`src/rtl/dual_gpio_pkg.sv`:
```
package dual_gpio_pkg;

    typedef enum logic [2:0] {
        SEL_A_DAT,
        SEL_A_DIR,
        SEL_B_DAT,
        SEL_B_DIR,
        SEL_MASTER,
        SEL_STATUS,
        SEL_ENABLE,
        SEL_NONE
    } reg_sel_e;

    localparam int unsigned OFF_A_DAT  = 'h000;
    localparam int unsigned OFF_A_DIR  = 'h004;
    localparam int unsigned OFF_B_DAT  = 'h008;
    localparam int unsigned OFF_B_DIR  = 'h00C;
    localparam int unsigned OFF_MASTER = 'h11C;
    localparam int unsigned OFF_STATUS = 'h120;
    localparam int unsigned OFF_ENABLE = 'h128;

    function automatic reg_sel_e decode(input int unsigned addr, input bit dual);
        reg_sel_e s;
        s = SEL_NONE;
        if (addr == OFF_A_DAT)                s = SEL_A_DAT;
        else if (addr == OFF_A_DIR)           s = SEL_A_DIR;
        else if (addr == OFF_B_DAT && dual)   s = SEL_B_DAT;
        else if (addr == OFF_B_DIR && dual)   s = SEL_B_DIR;
        else if (addr == OFF_MASTER)          s = SEL_MASTER;
        else if (addr == OFF_STATUS)          s = SEL_STATUS;
        else if (addr == OFF_ENABLE)          s = SEL_ENABLE;
        return s;
    endfunction

endpackage

```
`src/rtl/gpio_chan.sv`:
```
module gpio_chan #(
    parameter int unsigned W        = 32,
    parameter logic [31:0] DOUT_RST = 32'h0,
    parameter logic [31:0] DIR_RST  = 32'hFFFF_FFFF
) (
    input  logic         clk,
    input  logic         rst_n,
    input  logic         wr_dat,
    input  logic         wr_dir,
    input  logic [W-1:0] wdata,
    input  logic [W-1:0] pin_i,
    output logic [W-1:0] pin_o,
    output logic [W-1:0] pin_oe,
    output logic [W-1:0] rd_dat,
    output logic [W-1:0] rd_dir,
    output logic         chg
);
    logic [W-1:0] dout_q, dir_q, sync1_q, sync2_q, prev_q;

    always_ff @(posedge clk or negedge rst_n) begin
        if (!rst_n) begin
            dout_q  <= DOUT_RST[W-1:0];
            dir_q   <= DIR_RST[W-1:0];
            sync1_q <= '0;
            sync2_q <= '0;
            prev_q  <= '0;
        end else begin
            if (wr_dat) dout_q <= wdata;
            if (wr_dir) dir_q  <= wdata;
            sync1_q <= pin_i;
            sync2_q <= sync1_q;
            prev_q  <= sync2_q;
        end
    end

    always_comb begin
        pin_oe = ~dir_q;
        pin_o  = dout_q & ~dir_q;
        rd_dat = (dir_q & sync2_q) | (~dir_q & dout_q);
        rd_dir = dir_q;
        chg    = |((sync2_q ^ prev_q) & dir_q);
    end

    // the output enable follows the complement of the written direction
    assert_oe_follows_dir_R3: assert property (@(posedge clk) disable iff (!rst_n)
        wr_dir |=> (pin_oe == ~$past(wdata)));

    // an input-direction pin is never driven
    assert_input_undriven_R3: assert property (@(posedge clk) disable iff (!rst_n)
        ((pin_o & ~pin_oe) == '0));

endmodule

```
`src/rtl/gpio_irq_unit.sv`:
```
module gpio_irq_unit #(
    parameter bit DUAL = 1'b1
) (
    input  logic       clk,
    input  logic       rst_n,
    input  logic [1:0] chg,
    input  logic       status_we,
    input  logic       enable_we,
    input  logic       master_we,
    input  logic [1:0] wbits,
    input  logic       wmaster,
    output logic [1:0] status,
    output logic [1:0] enable,
    output logic       master,
    output logic       irq
);
    localparam logic [1:0] CH_MASK = DUAL ? 2'b11 : 2'b01;

    logic [1:0] clr;

    always_comb clr = status_we ? wbits : 2'b00;

    always_ff @(posedge clk or negedge rst_n) begin
        if (!rst_n) begin
            status <= 2'b00;
            enable <= 2'b00;
            master <= 1'b0;
        end else begin
            status <= ((status & ~clr) | chg) & CH_MASK;
            if (enable_we) enable <= wbits & CH_MASK;
            if (master_we) master <= wmaster;
        end
    end

    always_comb irq = master & (|(status & enable));

    // a detected change on channel A always shows up in status
    assert_status_set_R6: assert property (@(posedge clk) disable iff (!rst_n)
        chg[0] |=> status[0]);

    // a pending bit survives any cycle that does not clear it
    assert_status_hold_R6: assert property (@(posedge clk) disable iff (!rst_n)
        (status[0] && !clr[0]) |=> status[0]);

    // a write of 1 with no new change clears the bit
    assert_clear_R7: assert property (@(posedge clk) disable iff (!rst_n)
        (clr[0] && !chg[0]) |=> !status[0]);

    // the request only rises while the master enable is set
    assert_irq_master_R8: assert property (@(posedge clk) disable iff (!rst_n)
        $rose(irq) |-> master);

endmodule

```
`src/rtl/dual_gpio_ctrl.sv`:
```
module dual_gpio_ctrl
    import dual_gpio_pkg::*;
#(
    parameter int unsigned ADDR_W     = 9,
    parameter bit          DUAL       = 1'b1,
    parameter int unsigned A_W        = 32,
    parameter int unsigned B_W        = 20,
    parameter logic [31:0] A_DOUT_RST = 32'h0,
    parameter logic [31:0] A_DIR_RST  = 32'hFFFF_FFFF,
    parameter logic [31:0] B_DOUT_RST = 32'h0,
    parameter logic [31:0] B_DIR_RST  = 32'hFFFF_FFFF
) (
    input  logic              clk,
    input  logic              rst_n,
    input  logic [ADDR_W-1:0] reg_addr,
    input  logic              reg_we,
    input  logic [31:0]       reg_wdata,
    output logic [31:0]       reg_rdata,
    input  logic [A_W-1:0]    a_pin_i,
    output logic [A_W-1:0]    a_pin_o,
    output logic [A_W-1:0]    a_pin_oe,
    input  logic [B_W-1:0]    b_pin_i,
    output logic [B_W-1:0]    b_pin_o,
    output logic [B_W-1:0]    b_pin_oe,
    output logic              irq
);
    reg_sel_e        sel;
    logic [A_W-1:0]  a_rd_dat, a_rd_dir;
    logic [B_W-1:0]  b_rd_dat, b_rd_dir;
    logic [31:0]     a_dat_x, a_dir_x, b_dat_x, b_dir_x;
    logic [1:0]      chg, status, enable;
    logic            master;

    always_comb sel = decode(int'(reg_addr), DUAL);

    gpio_chan #(.W(A_W), .DOUT_RST(A_DOUT_RST), .DIR_RST(A_DIR_RST)) u_chan_a (
        .clk    (clk),
        .rst_n  (rst_n),
        .wr_dat (reg_we && sel == SEL_A_DAT),
        .wr_dir (reg_we && sel == SEL_A_DIR),
        .wdata  (reg_wdata[A_W-1:0]),
        .pin_i  (a_pin_i),
        .pin_o  (a_pin_o),
        .pin_oe (a_pin_oe),
        .rd_dat (a_rd_dat),
        .rd_dir (a_rd_dir),
        .chg    (chg[0])
    );

    generate
        if (DUAL) begin : g_chan_b
            gpio_chan #(.W(B_W), .DOUT_RST(B_DOUT_RST), .DIR_RST(B_DIR_RST)) u_chan_b (
                .clk    (clk),
                .rst_n  (rst_n),
                .wr_dat (reg_we && sel == SEL_B_DAT),
                .wr_dir (reg_we && sel == SEL_B_DIR),
                .wdata  (reg_wdata[B_W-1:0]),
                .pin_i  (b_pin_i),
                .pin_o  (b_pin_o),
                .pin_oe (b_pin_oe),
                .rd_dat (b_rd_dat),
                .rd_dir (b_rd_dir),
                .chg    (chg[1])
            );
        end else begin : g_no_chan_b
            assign b_pin_o  = '0;
            assign b_pin_oe = '0;
            assign b_rd_dat = '0;
            assign b_rd_dir = '0;
            assign chg[1]   = 1'b0;
        end
    endgenerate

    gpio_irq_unit #(.DUAL(DUAL)) u_irq (
        .clk       (clk),
        .rst_n     (rst_n),
        .chg       (chg),
        .status_we (reg_we && sel == SEL_STATUS),
        .enable_we (reg_we && sel == SEL_ENABLE),
        .master_we (reg_we && sel == SEL_MASTER),
        .wbits     (reg_wdata[1:0]),
        .wmaster   (reg_wdata[31]),
        .status    (status),
        .enable    (enable),
        .master    (master),
        .irq       (irq)
    );

    always_comb begin
        a_dat_x = '0; a_dat_x[A_W-1:0] = a_rd_dat;
        a_dir_x = '0; a_dir_x[A_W-1:0] = a_rd_dir;
        b_dat_x = '0; b_dat_x[B_W-1:0] = b_rd_dat;
        b_dir_x = '0; b_dir_x[B_W-1:0] = b_rd_dir;
    end

    always_comb begin
        unique case (sel)
            SEL_A_DAT:  reg_rdata = a_dat_x;
            SEL_A_DIR:  reg_rdata = a_dir_x;
            SEL_B_DAT:  reg_rdata = b_dat_x;
            SEL_B_DIR:  reg_rdata = b_dir_x;
            SEL_MASTER: reg_rdata = {master, 31'b0};
            SEL_STATUS: reg_rdata = {30'b0, status};
            SEL_ENABLE: reg_rdata = {30'b0, enable};
            default:    reg_rdata = '0;
        endcase
    end

    // an address outside the map always reads zero
    assert_unmapped_zero_R9: assert property (@(posedge clk) disable iff (!rst_n)
        (sel == SEL_NONE) |-> (reg_rdata == 32'h0));

    // an enabled pending status with the master set raises the request
    assert_irq_raise_R8: assert property (@(posedge clk) disable iff (!rst_n)
        (master && (status[0] && enable[0])) |-> irq);

endmodule

```
`config.mk`:
```
export PLATFORM = sky130hd
export DESIGN_NAME = dual_gpio_ctrl
export DESIGN_NICKNAME = d
export VERILOG_FILES = /design/src/rtl/dual_gpio_pkg.sv /design/src/rtl/gpio_chan.sv /design/src/rtl/gpio_irq_unit.sv /design/src/rtl/dual_gpio_ctrl.sv
export SDC_FILE = /design/constraint.sdc
export NUM_CORES = 1
export LEC_CHECK = 0
export ABC_AREA = 1
export BUFFER_PORTS_ARGS = -buffer_cell sky130_fd_sc_hd__buf_2
export CORE_ASPECT_RATIO = 0.7
export CORE_UTILIZATION = 61
export CTS_BUF_LIST = sky130_fd_sc_hd__clkbuf_8
export DETAILED_ROUTE_END_ITERATION = 8
export GPL_TIMING_DRIVEN = 0
export MAX_ROUTING_LAYER = met4
export PLACE_DENSITY = 0.88
export SYNTH_ARGS = -nofsm -noshare
export SYNTH_HDL_FRONTEND = slang
export SYNTH_SLANG_ARGS = --single-unit
export TNS_END_PERCENT = 30
```
`constraint.sdc`:
```
create_clock -name clk -period 2.6 [get_ports clk]
set_input_delay 0.13 -clock clk [delete_from_list [all_inputs] [get_ports clk]]
set_output_delay 0.13 -clock clk [all_outputs]
set_load 0.005 [all_outputs]
```
==> key figures, run 1 <==
STA
  • Fin. max-slew vios: 0
  • Fin Hold WS: 0.06725 ns
  • Least-Margin Pin Slew: 0.7430 ns
  • Slew Limit Headroom: 50.30%
  • Final TNS setup: 0 ns
  • Tcrit/Tclk final: 79.93%
  • Hold Vio Cnt, Final: 0
  • Post-layout minimum cycle time: 2.078 ns
  • Final setup viols: 0
  • RSZ-0062 raised after global routing: false
  • Fmax achieved: between 400 and 500 MHz
  • Worst Clk Skew: 0.01600 ns

Floorplan
  • Die ar.: 18130 sq um
  • Rows: 40
  • Initial Utilization: 62.48%
  • Width of the die: 160.5 um
  • Core outline area: around 17000 sq um
  • I/O Pins: 233
  • Die H: 112.9 um

Power
  • Leak pwr: ~6.9 nW
  • Max rail drop VDD: 458.5 uV
  • PwrDens: 602.3 nW/um^2

Logic synthesis
  • Synthesized flop and latch total: 265
  • Syn nets: approximately 1300
  • Yosys top cell area share: 49.70%
  • Part of the Yosys area used for sequential elements: 62.44%
  • Synth Flop Type: dfrtp_1
  • Most numerous cell in the Yosys netlist: nand2_1
  • Syn Inst Count: 1157
  • EDFF count, synth: 0
  • Ys async rst share: 100.0%
  • Top post-synthesis cells by area: dfrtp_1 50%, dfstp_2 13%, nand2_1 8.5%, inv_1 6.4%, nor2_1 5.0%
  • Mapped Area: 10730 sq um
  • Netlist cell types: 29
  • Yosys warns: 0
  • Top post-synthesis cells by count: 242 x nand2_1, 213 x dfrtp_1, 182 x inv_1
  • Mean Syn Cell Area: 9.270 sq um
  • Area leader, netlist: dfrtp_1

Final layout
  • Final Util: roughly 81%
  • Design Area, Final: between 10000 and 15000 sq um
  • Nets: 1611
  • Share of layout cells above drive strength 1: 26.38%
  • Synthesis-to-layout area growth: 28.94%

Placed design
  • I/O Buffers: between 200 and 250
  • Post-DP Area: 12240 sq um
  • Final Wtd Congestion: 0.9074
  • Detail Placement HPWL: 20570 um

GRT
  • Largest net degree at the start of global routing: 124
  • Initial antenna violation count: 1
  • Number of global-route vias before repair: 9612
  • GRT overflow: 0
  • First-pass GRT wire length: 49910 um
  • Total GRT Usage: about 37%

CTS
  • H-tree depth: 2
  • Setup Fix Bufs, Post-CTS: 0
  • Clock slew at reported path FFs: 0.07 ns
  • Clock buffer depth: 3
  • TritonCTS sink count: 265
  • Worst-Skew Late Latency: 0.52 ns
  • CTS tree: done
  • CTS Root Cell: clkbuf_8
  • Hold_buf cts: 85
  • CTS Buf Count: 38
  • Post-CTS Resized: 0

Setup path
  • Worst Setup Path Type: input port to output pin
  • CP Max Fanout: 10
  • CP Capture Type: output pin
  • R2R Setup Slk: ~1.1 ns
  • Crit path launch type: input port
  • WP data arrival: 1.95 ns
  • Critical Path RT: 2.47 ns

Drt
  • WL final: 31550 um
  • Vias: 9581
  • Drt first pass iters: 6
  • First-iteration detailed-routing DRC count: 963
  • Post-DRT Antenna Nets: 0
  • WL per Instance: 17.78 um
  • Vias per cell: 5.398
  • DRC viols: 0

Run status
  • Status: finished, final reports clean

Hold path
  • Worst hold path type: input port to flop

Job
  • Maxcap violations: 0
## where the power goes
group | switching (mW) | internal [mW] | leakage [nW] | total (mW)
sequential | 0.120 | 4.33 | 2.88 | 4.45
clock | 1.54 | 1.66 | 0.445 | 3.20
combinational | 0.383 | 0.299 | 3.53 | 0.681
## cells by family after synthesis
kind of cell	share of synthesized area [%]
DFF	62.44
buffers and inverters	8.341
AOI/OAI and AO/OA	12.46
and+or+nand+nor	16.76
## metrics by stage
stage / total power [mW] / setup slack, ns / std cells
floorplan: 4.727 / 1.387 / 1157
global placement: 5.033 / -3.155 / 1619
detailed placement: 5.079 / 0.6095 / 1621
CTS: 8.327 / 0.5644 / 1774
global route: 8.652 / 0.4731 / 1775
finish: 8.330 / 0.5217 / 1775
## cell type report
type / count / area, sq um
antenna: 1 / 2.502
buffer: 29 / 203.9
clock buffer: 48 / 660.6
clock inverter: 20 / 80.08
fill: 1059 / 3337
inverter: 184 / 690.7
multi-input combinational: 679 / 3134
sequential: 265 / 6696
tap: 231 / 289.0
timing repair buffer: 318 / 2072
## worst max-delay path, stage by stage
cell and delay [ns]:
buf_2 0.12, nor2_4 0.21, nand3_2 0.17, nor3_4 0.61, buf_6 0.26, nand2_1 0.07, o21ai_1 0.10, inv_1 0.07
nand2_1 0.09, buf_2 0.12
## cell usage in the layout, fill, tap and decap left out
| cell type | count |
|---|---|
| o221ai_1 | 1 |
| clkinvlp_4 | 1 |
| buf_16 | 2 |
| buf_4 | 3 |
| o22ai_1 | 27 |
| nand2_4 | 2 |
| buf_1 | 1 |
| o21ai_1 | 75 |
| inv_2 | 2 |
| nand4_1 | 7 |
| o21ai_0 | 33 |
| dlygate4sd3_1 | 85 |
| or2_2 | 8 |
| nor2_1 | 144 |
| buf_2 | 243 |
| nand3_2 | 3 |
| nor3_4 | 1 |
| nor2_2 | 2 |
| dfstp_2 | 52 |
| buf_6 | 9 |
| nor2_4 | 4 |
| diode_2 | 1 |
| clkbuf_1 | 3 |
| a21oi_1 | 82 |
| nand2_1 | 242 |
| dfrtp_1 | 213 |
| nor3_1 | 1 |
| clkbuf_8 | 48 |
| nand3b_1 | 2 |
| clkinv_2 | 1 |
| o21bai_1 | 2 |
| nand2_2 | 3 |
| o21ai_2 | 22 |
| buf_8 | 1 |
| nand3_1 | 18 |
| inv_1 | 200 |
## final timing paths
path                                                    from                   end  depth (start not counted)
worst max-delay path                             reg_addr[7]         reg_rdata[14]                         10
worst min-delay path                             reg_addr[4]          u_irq.master                          5
worst max register to register  g_chan_b.u_chan_b.sync2_q[1]       u_irq.status[1]                          6
worst min register to register           u_chan_a.sync1_q[8]   u_chan_a.sync2_q[8]                          0
max in group asynchronous                              rst_n   u_chan_a.rd_dir[17]                          4
min in group asynchronous                              rst_n  u_chan_a.sync2_q[26]                          2
## layer usage
metal  up-vias  GRT usage, %  share of wire [%]
met2       558         57.86                 47
met3        94         7.991                 10
met4         0         14.41                2.9
met5         -             -                  0
li1       4353             -                  -
met1      4576         48.57                 40
## flip-flops by register name, indices dropped and copies added (netlist names), 20 cells and up
signal                     cells
u_chan_a.sync1_q              32
u_chan_a.rd_dir               32
g_chan_b.u_chan_b.prev_q      20
g_chan_b.u_chan_b.dout_q      20
u_chan_a.sync2_q              32
g_chan_b.u_chan_b.rd_dir      20
g_chan_b.u_chan_b.sync1_q     20
u_chan_a.dout_q               32
u_chan_a.prev_q               32
g_chan_b.u_chan_b.sync2_q     20
No activity file was read; power rests on OpenSTA's default activity.
==> run 2, diff against run 1 <==
- CORE_UTILIZATION: 61 -> 51
- PLACE_DENSITY: 0.88 -> 0.79
- clock period: 2.6 -> 1.7 ns (I/O delays scaled with it)
==> key figures, run 2 (synthesis gave the netlist of run 1 again) <==
Run status
  • Status: finished with violations (was finished, final reports clean)
  • Violated checks: setup timing

STA
  • Fmax achieved: approximately 550 MHz
  • Least-Margin Pin Slew: 0.6102 ns (was 0.7430 ns)
  • Final setup viols: 13 (was 0)
  • Worst Clk Skew: 0.01023 ns (was 0.01600 ns)
  • Tcrit/Tclk final: 106.7%
  • Post-layout minimum cycle time: 1.814 ns
  • Fin. max-slew vios: 0 (unchanged)
  • Slew Limit Headroom: 59.32% (was 50.30%)
  • Worst setup margin: -0.1142 ns (was 0.5217 ns)
  • RSZ-0062 raised after global routing: true (was false)
  • Hold Vio Cnt, Final: 0 (unchanged)

Drt
  • DRC viols: 0 (unchanged)
  • Wire length on met2: 15190 um (was 14920 um)
  • DR top layer: met4 (unchanged)
  • Drt first pass iters: 7 (was 6)
  • Vias per cell: 5.231 (was 5.398)
  • Post-DRT Antenna Nets: 0 (unchanged)
  • WL per Instance: 17.56 um (was 17.78 um)
  • WL final: 32370 um (was 31550 um)
  • First-iteration detailed-routing DRC count: 807 (was 963)
  • WL met1: 13810 um (was 12530 um)
  • Vias: 9641 (was 9581)
  • Met3 Routed Length: 2839 um (was 3176 um)

Setup path
  • Reg2Reg Launch Point: g_chan_b.u_chan_b.sync2_q[1] (unchanged)
  • CP Max Fanout: 3 (was 10)
  • Crit-path cells: nor2_2 -> a21oi_1 -> nand3b_1 -> o21ai_1 -> nor2_1 -> nand2_1 -> buf_2 (was buf_2 -> nor2_4 -> nand3_2 -> nor3_4 -> buf_6 -> nand2_1 -> o21ai_1 -> inv_1 -> nand2_1 -> buf_2)
  • Critical path origin: g_chan_b.u_chan_b.rd_dir[0] (was reg_addr[7])
  • R2R Setup Slk: 0.21 ns (was 1.14 ns)
  • Top delay family on crit path: flip-flops (was simple AND/OR/NAND/NOR gates)
  • Critical Path Sink: reg_rdata[0] (was reg_rdata[14])
  • Crit path launch type: flop (was input port)
  • Worst path buffer plus inverter count: 1 (was 4)
  • Crit path depth: 7 (was 10)
  • CP Capture Type: output pin (unchanged)
  • Critical Path RT: 1.62 ns (was 2.47 ns)
  • CP max stage delay: 0.55 ns (was 0.61 ns)
  • R2R cell count: 6 (unchanged)
  • WP data arrival: 1.73 ns (was 1.95 ns)
  • CP max-delay cell: dfstp_2 (was nor3_4)
  • Critical R2R Capture: u_irq.status[1] (unchanged)
  • Worst Setup Path Type: flop to output pin (was input port to output pin)

Floorplan
  • I/O Pins: 233 (unchanged)
  • Rows: 43 (was 40)
  • Die H: 123.3 um (was 112.9 um)
  • Die ar.: 21620 sq um (was 18130 sq um)
  • Initial Utilization: 53.16% (was 62.48%)
  • Core outline area: 20180 sq um (was 17170 sq um)
  • Width of the die: 175.3 um (was 160.5 um)

Final layout
  • Ant diodes: 0 (was 1)
  • Synthesis-to-layout area growth: 35.01% (was 28.94%)
  • Most frequent cells in the layout: 242 x nand2_1, 241 x buf_2, 213 x dfrtp_1 (was 243 x buf_2, 242 x nand2_1, 213 x dfrtp_1)
  • Share of layout cells above drive strength 1: 32.29% (was 26.38%)
  • Most common cell after layout, fill and taps aside: nand2_1 (was buf_2)
  • Nets: 1637 (was 1611)

GRT
  • GRT overflow: 0 (unchanged)
  • First-pass GRT wire length: 49360 um (was 49910 um)
  • Total GRT Usage: 30.80% (was 37.25%)
  • Initial antenna violation count: 0 (was 1)
  • Number of global-route vias before repair: 9430 (was 9612)
  • Largest net degree at the start of global routing: 127 (was 124)

Power
  • Clock Power Share: 42.5% (was 38.4%)
  • Combinational share of power: 8.1% (was 8.2%)
  • Seq pwr share: 49.4% (was 53.4%)
  • Switching Share: 24.20% (was 24.55%)
  • Leak pwr: 7.095 nW (was 6.859 nW)
  • Net switching power: 3.337 mW (was 2.045 mW)
  • Max rail drop VDD: 1074 uV (was 458.5 uV)
  • PwrDens: 952.3 nW/um^2 (was 602.3 nW/um^2)
  • Total power: 13.79 mW (was 8.330 mW)
  • Int Pwr: 10.45 mW (was 6.285 mW)

CTS
  • H-tree depth: 2 (unchanged)
  • CTS tree: done (unchanged)
  • Clock buffer depth: 3 (unchanged)
  • TritonCTS sink count: 265 (unchanged)
  • Worst-Skew Late Latency: 0.53 ns (was 0.52 ns)
  • Clock slew at reported path FFs: 0.07 ns (about the same)
  • CTS Root Cell: clkbuf_8 (unchanged)
  • CTS Buf Count: 40 (was 38)

Placed design
  • I/O Buffers: 231 (unchanged)
  • Detail Placement HPWL: 20570 um (about the same)
  • Final Wtd Congestion: 0.9007 (was 0.9074)
  • DP Worst Slack: -0.1143 ns (was 0.6095 ns)

Hold path
  • Worst hold path type: input port to flop (unchanged)

Job
  • Maxcap violations: 0 (unchanged)
## run 2: cell count changes in the layout (fill, tap and decap cells not counted), sizes merged
cell | previous run | this run
clkbuf | 51 | 54
dlygate4sd3 | 85 | 86
diode | 1 | 0
clkinvlp | 1 | 2
bufinv | 0 | 4
buf | 259 | 282
clkinv | 1 | 6
inv | 202 | 195
## run 2: routing by layer
metal	GRT usage (%)	vias to the layer above
li1	-	4410
met1	41.02	4721
met2	48.29	451
met3	6.827	59
met4	7.989	0
met5	-	-
## run 2: power groups by stage
stage	registers (mW)	clock network (mW)	logic, mW
2_1_floorplan	6.85	0	0.381
3_3_place_gp	6.88	0	0.824
3_5_place_dp	6.90	0	0.867
4_1_cts	6.80	5.92	1.08
5_1_grt	6.84	6.22	1.24
6_report	6.81	5.86	1.12
## run 2: through the flow
stage | instances | util, % | instance area (sq um) | hold WS [ns] | setup TNS (ns)
6_report | 1843 | 71.77 | 14480 | 0.08201 | -0.5148
5_1_grt | 1843 | 71.77 | 14480 | 0.08834 | -2.351
4_1_cts | 1838 | 71.13 | 14350 | 0.03830 | -0.5668
3_5_place_dp | 1660 | 60.89 | 12280 | 0.06784 | -2.499
3_3_place_gp | 1658 | 60.56 | 12220 | 0.1925 | -994.41
2_1_floorplan | 1157 | - | 10730 | -0.2106 | 0
## run 2: worst reg2reg max path: cells and delay by family, from the launching register on
family / cells / cell delay [ns]
AO/OA/AOI/OAI: 1 / 0.43
flip-flops: 1 / 0.41
AND/OR/NAND/NOR: 5 / 0.52
## run 2: timing repair
item / 4_1_cts / 5_1_grt
pin swaps: 22 / 10
gates resized for setup: 57 / 31
hold endpoints to repair: 284 / 0
hold buffers: 86 / 0
setup endpoints to repair: 27 / 32
buffers inserted: 18 / 5
## run 2: layout make-up
cell class                 instances  area, sq um
multi-input combinational        679         3353
fill                            1443         5695
clock buffer                      51        701.9
timing repair buffer             342         2275
tap                              270        337.8
buffer                            29        215.2
sequential                       265         6696
inverter                         184        690.7
clock inverter                    23        210.2
## run 2: worst min path at each step
stage	startpoint	to	cells past startpoint
global placement	a_pin_i[12]	u_chan_a.sync1_q[12]	1
CTS	reg_addr[3]	u_irq.master	5
detailed placement	rst_n	g_chan_b.u_chan_b.sync2_q[5]	1
finish	reg_addr[3]	u_irq.master	5
global route	reg_addr[3]	u_irq.master	5
floorplan	rst_n	g_chan_b.u_chan_b.dout_q[0]	0
